==> config.mk <==
export PLATFORM = sky130hd
export DESIGN_NAME = pwr_switch_seq
export DESIGN_NICKNAME = d
export VERILOG_FILES = /design/src/rtl/pwr_switch_seq_pkg.sv /design/src/rtl/pwr_switch_seq_regs.sv /design/src/rtl/pwr_switch_seq_tick.sv /design/src/rtl/pwr_switch_seq_fsm.sv /design/src/rtl/pwr_switch_seq.sv
export SDC_FILE = /design/constraint.sdc
export NUM_CORES = 1
export LEC_CHECK = 0
export BUFFER_PORTS_ARGS = -buffer_cell sky130_fd_sc_hd__buf_2
export CAP_MARGIN = 5
export CORE_MARGIN = 2
export CORE_UTILIZATION = 40
export CTS_BUF_LIST = sky130_fd_sc_hd__clkbuf_16
export DETAILED_ROUTE_END_ITERATION = 8
export PLACE_DENSITY = 0.69
export SLEW_MARGIN = 20
export SYNTH_ARGS = -nofsm -noshare
export SYNTH_HDL_FRONTEND = slang
export SYNTH_SLANG_ARGS = --single-unit
==> constraint.sdc <==
create_clock -name clk -period 3.51 [get_ports clk]
set_input_delay 1.053 -clock clk [delete_from_list [all_inputs] [get_ports clk]]
set_output_delay 1.053 -clock clk [all_outputs]
set_load 0.005 [all_outputs]
==> src/rtl/pwr_switch_seq_pkg.sv <==
package pwr_switch_seq_pkg;
   typedef enum logic [1:0] {
      PH_IDLE   = 2'd0,
      PH_FIRST  = 2'd1,
      PH_SECOND = 2'd2
   } seq_phase_e;

   typedef enum logic {
      DIR_DOWN = 1'b0,
      DIR_UP   = 1'b1
   } seq_dir_e;

   localparam int unsigned REG_CTRL = 0;
   localparam int unsigned REG_GATE = 1;
   localparam int unsigned REG_TIM_BASE = 2;
   localparam int unsigned NUM_TIM = 2;
   localparam int unsigned TIM_UP = 0;
   localparam int unsigned TIM_DN = 1;
   localparam int unsigned REQ_DN_BIT = 0;
   localparam int unsigned REQ_UP_BIT = 1;
endpackage

==> src/rtl/pwr_switch_seq_regs.sv <==
module pwr_switch_seq_regs
   import pwr_switch_seq_pkg::*;
#(
   parameter int unsigned ADDR_W   = 2,
   parameter int unsigned DATA_W   = 32,
   parameter int unsigned CNT_W    = 6,
   parameter int unsigned LO_LSB   = 0,
   parameter int unsigned HI_LSB   = 8,
   parameter int unsigned FAST_BIT = 5
) (
   input  logic              clk,
   input  logic              rst_n,
   input  logic              wr,
   input  logic [ADDR_W-1:0] addr,
   input  logic [DATA_W-1:0] wdata,
   input  logic              busy_up,
   input  logic              busy_dn,
   output logic [DATA_W-1:0] rdata,
   output logic              ctrl_wr,
   output logic [1:0]        ctrl_req,
   output logic              gate_en,
   output logic [CNT_W-1:0]  up_first,
   output logic [CNT_W-1:0]  up_second,
   output logic [CNT_W-1:0]  dn_first,
   output logic [CNT_W-1:0]  dn_second,
   output logic              fast_sel
);
   localparam int unsigned TIM_W = 2 * CNT_W;

   logic [TIM_W-1:0] tim_val [NUM_TIM];
   logic             gate_q;
   logic             unused_wdata;

   assign unused_wdata = ^wdata;
   assign ctrl_wr  = wr && (addr == ADDR_W'(REG_CTRL));
   assign ctrl_req = {wdata[REQ_UP_BIT], wdata[REQ_DN_BIT]};

   always_ff @(posedge clk or negedge rst_n) begin
      if (!rst_n) begin
         gate_q <= 1'b0;
      end else if (wr && (addr == ADDR_W'(REG_GATE))) begin
         gate_q <= wdata[0];
      end
   end

   for (genvar g = 0; g < NUM_TIM; g++) begin : g_tim
      logic [TIM_W-1:0] q;
      always_ff @(posedge clk or negedge rst_n) begin
         if (!rst_n) begin
            q <= '0;
         end else if (wr && (addr == ADDR_W'(REG_TIM_BASE + g))) begin
            q <= {wdata[HI_LSB +: CNT_W], wdata[LO_LSB +: CNT_W]};
         end
      end
      assign tim_val[g] = q;
   end

   assign gate_en   = gate_q;
   assign up_first  = tim_val[TIM_UP][CNT_W-1:0];
   assign up_second = tim_val[TIM_UP][TIM_W-1:CNT_W];
   assign dn_first  = tim_val[TIM_DN][CNT_W-1:0];
   assign dn_second = tim_val[TIM_DN][TIM_W-1:CNT_W];
   assign fast_sel  = tim_val[TIM_UP][FAST_BIT - LO_LSB];

   always_comb begin
      rdata = '0;
      case (addr)
         ADDR_W'(REG_CTRL): begin
            rdata[REQ_DN_BIT] = busy_dn;
            rdata[REQ_UP_BIT] = busy_up;
         end
         ADDR_W'(REG_GATE): rdata[0] = gate_q;
         ADDR_W'(REG_TIM_BASE + TIM_UP): begin
            rdata[LO_LSB +: CNT_W] = up_first;
            rdata[HI_LSB +: CNT_W] = up_second;
         end
         ADDR_W'(REG_TIM_BASE + TIM_DN): begin
            rdata[LO_LSB +: CNT_W] = dn_first;
            rdata[HI_LSB +: CNT_W] = dn_second;
         end
         default: rdata = '0;
      endcase
   end
endmodule

==> src/rtl/pwr_switch_seq_tick.sv <==
module pwr_switch_seq_tick #(
   parameter int unsigned DIV_SLOW = 2048,
   parameter int unsigned DIV_FAST = 32
) (
   input  logic clk,
   input  logic rst_n,
   input  logic clr,
   input  logic run,
   input  logic fast,
   output logic tick
);
   localparam int unsigned PW = $clog2(DIV_SLOW);

   logic [PW-1:0] presc_q;
   logic [PW-1:0] limit;

   if (DIV_FAST == DIV_SLOW) begin : g_single_rate
      logic unused_fast;
      assign unused_fast = fast;
      assign limit = PW'(DIV_SLOW - 1);
   end else begin : g_dual_rate
      assign limit = fast ? PW'(DIV_FAST - 1) : PW'(DIV_SLOW - 1);
   end

   assign tick = run && (presc_q == limit);

   always_ff @(posedge clk or negedge rst_n) begin
      if (!rst_n) begin
         presc_q <= '0;
      end else if (clr || !run) begin
         presc_q <= '0;
      end else if (presc_q == limit) begin
         presc_q <= '0;
      end else begin
         presc_q <= presc_q + 1'b1;
      end
   end
endmodule

==> src/rtl/pwr_switch_seq_fsm.sv <==
module pwr_switch_seq_fsm
   import pwr_switch_seq_pkg::*;
#(
   parameter int unsigned CNT_W = 6
) (
   input  logic             clk,
   input  logic             rst_n,
   input  logic             ctrl_wr,
   input  logic [1:0]       ctrl_req,
   input  logic             gate_en,
   input  logic [CNT_W-1:0] up_first,
   input  logic [CNT_W-1:0] up_second,
   input  logic [CNT_W-1:0] dn_first,
   input  logic [CNT_W-1:0] dn_second,
   input  logic             fast_sel,
   input  logic             tick,
   output logic             tmr_clr,
   output logic             tmr_run,
   output logic             fast_q,
   output logic             busy_up,
   output logic             busy_dn,
   output logic             sw_en,
   output logic             iso_en
);
   seq_phase_e       phase_q;
   seq_dir_e         dir_q;
   logic [CNT_W-1:0] rem_q;
   logic [CNT_W-1:0] second_q;
   logic             sw_q;
   logic             iso_q;
   logic             idle;
   logic             start_dn;
   logic             start_up;
   logic             phase_done;

   assign idle     = (phase_q == PH_IDLE);
   assign start_dn = idle && ctrl_wr && ctrl_req[0] && gate_en;
   assign start_up = idle && ctrl_wr && !ctrl_req[0] && ctrl_req[1];

   assign phase_done = !idle &&
                       ((rem_q == '0) || ((rem_q == CNT_W'(1)) && tick));

   assign tmr_clr = start_dn || start_up || ((phase_q == PH_FIRST) && phase_done);
   assign tmr_run = !idle;

   always_ff @(posedge clk or negedge rst_n) begin
      if (!rst_n) begin
         phase_q  <= PH_IDLE;
         dir_q    <= DIR_DOWN;
         rem_q    <= '0;
         second_q <= '0;
         fast_q   <= 1'b0;
         sw_q     <= 1'b1;
         iso_q    <= 1'b0;
      end else if (start_dn) begin
         phase_q  <= PH_FIRST;
         dir_q    <= DIR_DOWN;
         rem_q    <= dn_first;
         second_q <= dn_second;
         fast_q   <= fast_sel;
         iso_q    <= 1'b1;
      end else if (start_up) begin
         phase_q  <= PH_FIRST;
         dir_q    <= DIR_UP;
         rem_q    <= up_first;
         second_q <= up_second;
         fast_q   <= fast_sel;
         sw_q     <= 1'b1;
      end else if (phase_done) begin
         if (phase_q == PH_FIRST) begin
            phase_q <= PH_SECOND;
            rem_q   <= second_q;
            if (dir_q == DIR_DOWN) begin
               sw_q <= 1'b0;
            end
         end else begin
            phase_q <= PH_IDLE;
            if (dir_q == DIR_UP) begin
               iso_q <= 1'b0;
            end
         end
      end else if (tick && (rem_q != '0)) begin
         rem_q <= rem_q - 1'b1;
      end
   end

   assign busy_dn = !idle && (dir_q == DIR_DOWN);
   assign busy_up = !idle && (dir_q == DIR_UP);
   assign sw_en   = sw_q;
   assign iso_en  = iso_q;
endmodule

==> src/rtl/pwr_switch_seq.sv <==
module pwr_switch_seq #(
   parameter int unsigned ADDR_W   = 2,
   parameter int unsigned DATA_W   = 32,
   parameter int unsigned CNT_W    = 6,
   parameter int unsigned LO_LSB   = 0,
   parameter int unsigned HI_LSB   = 8,
   parameter int unsigned FAST_BIT = 5,
   parameter int unsigned DIV_SLOW = 2048,
   parameter int unsigned DIV_FAST = 32
) (
   input  logic              clk,
   input  logic              rst_n,
   input  logic              bus_wr,
   input  logic [ADDR_W-1:0] bus_addr,
   input  logic [DATA_W-1:0] bus_wdata,
   output logic [DATA_W-1:0] bus_rdata,
   output logic              pwr_sw_en,
   output logic              pwr_iso_en
);
   initial begin : elab_checks
      assert (ADDR_W >= 2) else $error("ADDR_W must reach four registers");
      assert (LO_LSB + CNT_W <= HI_LSB) else $error("timing fields overlap");
      assert (HI_LSB + CNT_W <= DATA_W) else $error("timing field beyond bus width");
      assert (FAST_BIT >= LO_LSB && FAST_BIT < LO_LSB + CNT_W)
         else $error("mode bit must sit in the first count field");
      assert (DIV_SLOW >= 2) else $error("DIV_SLOW must be at least 2");
      assert (DIV_FAST >= 1 && DIV_FAST <= DIV_SLOW) else $error("DIV_FAST out of range");
   end

   logic             ctrl_wr;
   logic [1:0]       ctrl_req;
   logic             gate_en;
   logic [CNT_W-1:0] up_first;
   logic [CNT_W-1:0] up_second;
   logic [CNT_W-1:0] dn_first;
   logic [CNT_W-1:0] dn_second;
   logic             fast_sel;
   logic             fast_q;
   logic             tick;
   logic             tmr_clr;
   logic             tmr_run;
   logic             busy_up;
   logic             busy_dn;

   pwr_switch_seq_regs #(
      .ADDR_W(ADDR_W), .DATA_W(DATA_W), .CNT_W(CNT_W),
      .LO_LSB(LO_LSB), .HI_LSB(HI_LSB), .FAST_BIT(FAST_BIT)
   ) u_regs (
      .clk(clk), .rst_n(rst_n), .wr(bus_wr), .addr(bus_addr), .wdata(bus_wdata),
      .busy_up(busy_up), .busy_dn(busy_dn), .rdata(bus_rdata),
      .ctrl_wr(ctrl_wr), .ctrl_req(ctrl_req), .gate_en(gate_en),
      .up_first(up_first), .up_second(up_second),
      .dn_first(dn_first), .dn_second(dn_second), .fast_sel(fast_sel)
   );

   pwr_switch_seq_tick #(
      .DIV_SLOW(DIV_SLOW), .DIV_FAST(DIV_FAST)
   ) u_tick (
      .clk(clk), .rst_n(rst_n), .clr(tmr_clr), .run(tmr_run),
      .fast(fast_q), .tick(tick)
   );

   pwr_switch_seq_fsm #(
      .CNT_W(CNT_W)
   ) u_fsm (
      .clk(clk), .rst_n(rst_n), .ctrl_wr(ctrl_wr), .ctrl_req(ctrl_req),
      .gate_en(gate_en), .up_first(up_first), .up_second(up_second),
      .dn_first(dn_first), .dn_second(dn_second), .fast_sel(fast_sel),
      .tick(tick), .tmr_clr(tmr_clr), .tmr_run(tmr_run), .fast_q(fast_q),
      .busy_up(busy_up), .busy_dn(busy_dn),
      .sw_en(pwr_sw_en), .iso_en(pwr_iso_en)
   );
endmodule

==> flow_summary.ini <==
[floorplanning]
rows = 31
dieHeight_um = 91.06
initial_core_util_pct = 41.58
coreArea_um2 = 7292
die_w_um = 91.06
ios = 71
dieArea_um2 = 8292

[logic_synthesis]
synthArstFlopShare_pct = 100.0
seq_area_frac_synth_pct = 44.61
synth_top_area_share_pct = 43.75
yosysMostFrequentCell = dfrtp_1
synth-seq-cells = 54
synth_area_leaders = dfrtp_1 44%, mux2_2 9.7%, buf_4 5.0%, mux2i_1 4.3%, nand2_1 3.2%
yosys.area.top_type = dfrtp_1
synth-warning-count = 0
synth_edf_count = 0
synthFlopType = dfrtp_1
yosys-top-cells-count = 53 x dfrtp_1, 26 x mux2_2, 26 x nand2_1
avgSynthCellArea_um2 = 10.56
synth_cells = 287
netlist_area_um2 = 3032
synth_cell_types = 57

[routing]
vias_per_cell = 5.270
drt_wl_total_um = 6091
drt_iter0_drc = 122
via_count = 2203
wire_per_inst_um = 14.57
drc = 0
dr.pass1.iters = 4
antenna_left = 0

[finish]
area_growth_pct = 11.80
seqCellArea_um2 = 1353
multi_input_area_um2 = 1530
nets = 359
antenna_cells = 0
layout-drive-gt1-share_pct = 25.71
fin_util_pct = 46.48
num-fill-cells = 691
fin_area_um2 = 3390
layout.cells.non_filler = 418

[sta]
slew_viol_final = 0
slew_headroom_pct = 44.52
rsz0062_at_grt = false
finalHoldViolCount = 0
fmax_mhz = 323.0
finalSetupViolCount = 0
finalSetupTns_ns = 0
whs_ns = 0.4826
worst_pin_slew_ns = 0.8322
final.period_utilization_pct = 88.22
fin_skew_ns = 0.005191
period_needed_ns = 3.096
layout_setup_ws_ns = 0.4136

[flow_run]
maxCapViolCount = 0

[global_routing]
grt_pass1_wl_um = 10310
grt_overflow = 0
antenna_found_initial = 0
grt_pass1_vias = 2090
grt_use_total_pct = 15.01
grt_max_degree = 55

[clock_tree]
path_clk_slew_ns = 0.07
cts_buffers = 5
cts_resized = 0
postCtsSetupRepairBufs = 0
cts-hold-fix-buffers = 0
root_buffer = clkbuf_16
clock-sinks = 54
clock_latency_ns = 0.29
cts.path.max_buffers = 2
tritoncts = yes
cts.htree.levels = 2

[critical_path]
worstPathCellList = buf_2, mux2_2, a32o_1, buf_2
arrival_ns = 2.04
slowest_delay_ns = 0.37
crit_type = input port to output port
required_ns = 2.46
cp_max_fo = 12
cpMaxStageDelayCell = mux2_2
crit_top_cell = buf_2
critPathLaunchType = input port
crit_path_end_kind = output port

[pwr]
total_power_mw = 2.156
cellLeakagePower_nw = 1.547
p_per_area_nw_per_um2 = 636.1
vdd_drop_max_uv = 305.9

[place]
numPortBuffers = 30
dpl-instance-area_um2 = 3221
preCtsSetupSlack_ns = 0.4240
place_hpwl_um = 4326
place.gp.congestion = 0.7912
dp_cells = 410

[status]
status = complete, no violations

[hold_path]
worstHoldPathType = flop to flop
[metal layers]
layer  wire length (um)  track usage [%]
met4                 51            3.157
met1               2855            20.80
met3                302            2.988
met5                  0                0
met2               2882            24.51
[layout make-up]
type / instances / area share (%)
Multi-Input combinational cell: 216 / 45.15
Inverter: 5 / 0.5537
Clock buffer: 5 / 3.691
Sequential cell: 54 / 39.90
Clock inverter: 3 / 1.292
Timing Repair Buffer: 36 / 5.759
Tap cell: 99 / 3.654
[flip-flops by register name, summed over array words and instances, names as in the netlist]
signal	cells
u_regs.g_tim.q	24
u_tick.presc_q	11
u_fsm.rem_q	6
u_fsm.second_q	6
u_fsm.phase_q	2
u_fsm.dir_q	1
u_fsm.fast_q	1
u_fsm.iso_en	1
u_fsm.sw_en	1
u_regs.gate_en	1
[logic make-up (layout without fill, tap and decap cells)]
group           Yosys count  in the layout  synth area share [%]
compound gates           44             44                 10.73
buf+inv                  36             49                 7.264
fa+ha+maj                 4              4                 1.651
mux                      42             42                 15.44
xor+xnor                  9              9                 2.600
flops                    54             54                 44.61
other cells               1             20                0.1237
simple gates             97             97                 17.58
[cell usage in the layout, fill, tap and decap left out, drive strengths merged, types with 3 or more instances in the layout]
| cell | n |
|---|---|
| xor2 | 6 |
| nor2b | 13 |
| clkbuf | 5 |
| mux2 | 28 |
| a21oi | 6 |
| buf | 36 |
| nand2b | 3 |
| inv | 6 |
| a221o | 4 |
| a32oi | 3 |
| ha | 4 |
| a22oi | 4 |
| nand2 | 26 |
| o21ai | 7 |
| nand3 | 7 |
| or3 | 3 |
| nor3 | 7 |
| nor2 | 23 |
| o22ai | 7 |
| dfrtp | 53 |
| xnor2 | 3 |
| mux2i | 13 |
| o31ai | 3 |
| conb | 20 |
[worst max-delay path, delay by kind of cell]
kind                   cells  cell delay [ns]
AO/OA/AOI/OAI              1             0.21
buffers and inverters      2             0.40
multiplexers               1             0.37
[worst paths after layout]
check                             startpoint           endpoint  slack [ns]  depth (start not counted)
max in group asynchronous              rst_n     u_fsm.rem_q[0]        2.19                          2
min in group asynchronous              rst_n  u_tick.presc_q[5]        0.89                          2
hold / removal             u_fsm.second_q[2]  u_fsm.second_q[2]        0.48                          2
setup / recovery                 bus_addr[0]       bus_rdata[1]        0.41                          4
hold reg to reg            u_fsm.second_q[2]  u_fsm.second_q[2]        0.48                          2
setup reg to reg              u_fsm.rem_q[3]     u_fsm.rem_q[2]        1.20                          5
[power by group]
group          total [mW]  switching, mW  leakage, nW  internal, mW
clock               0.564          0.226       0.0842         0.338
combinational       0.618          0.310        0.800         0.309
sequential          0.973          0.175        0.663         0.798
No activity file was read; power rests on OpenSTA's default activity.
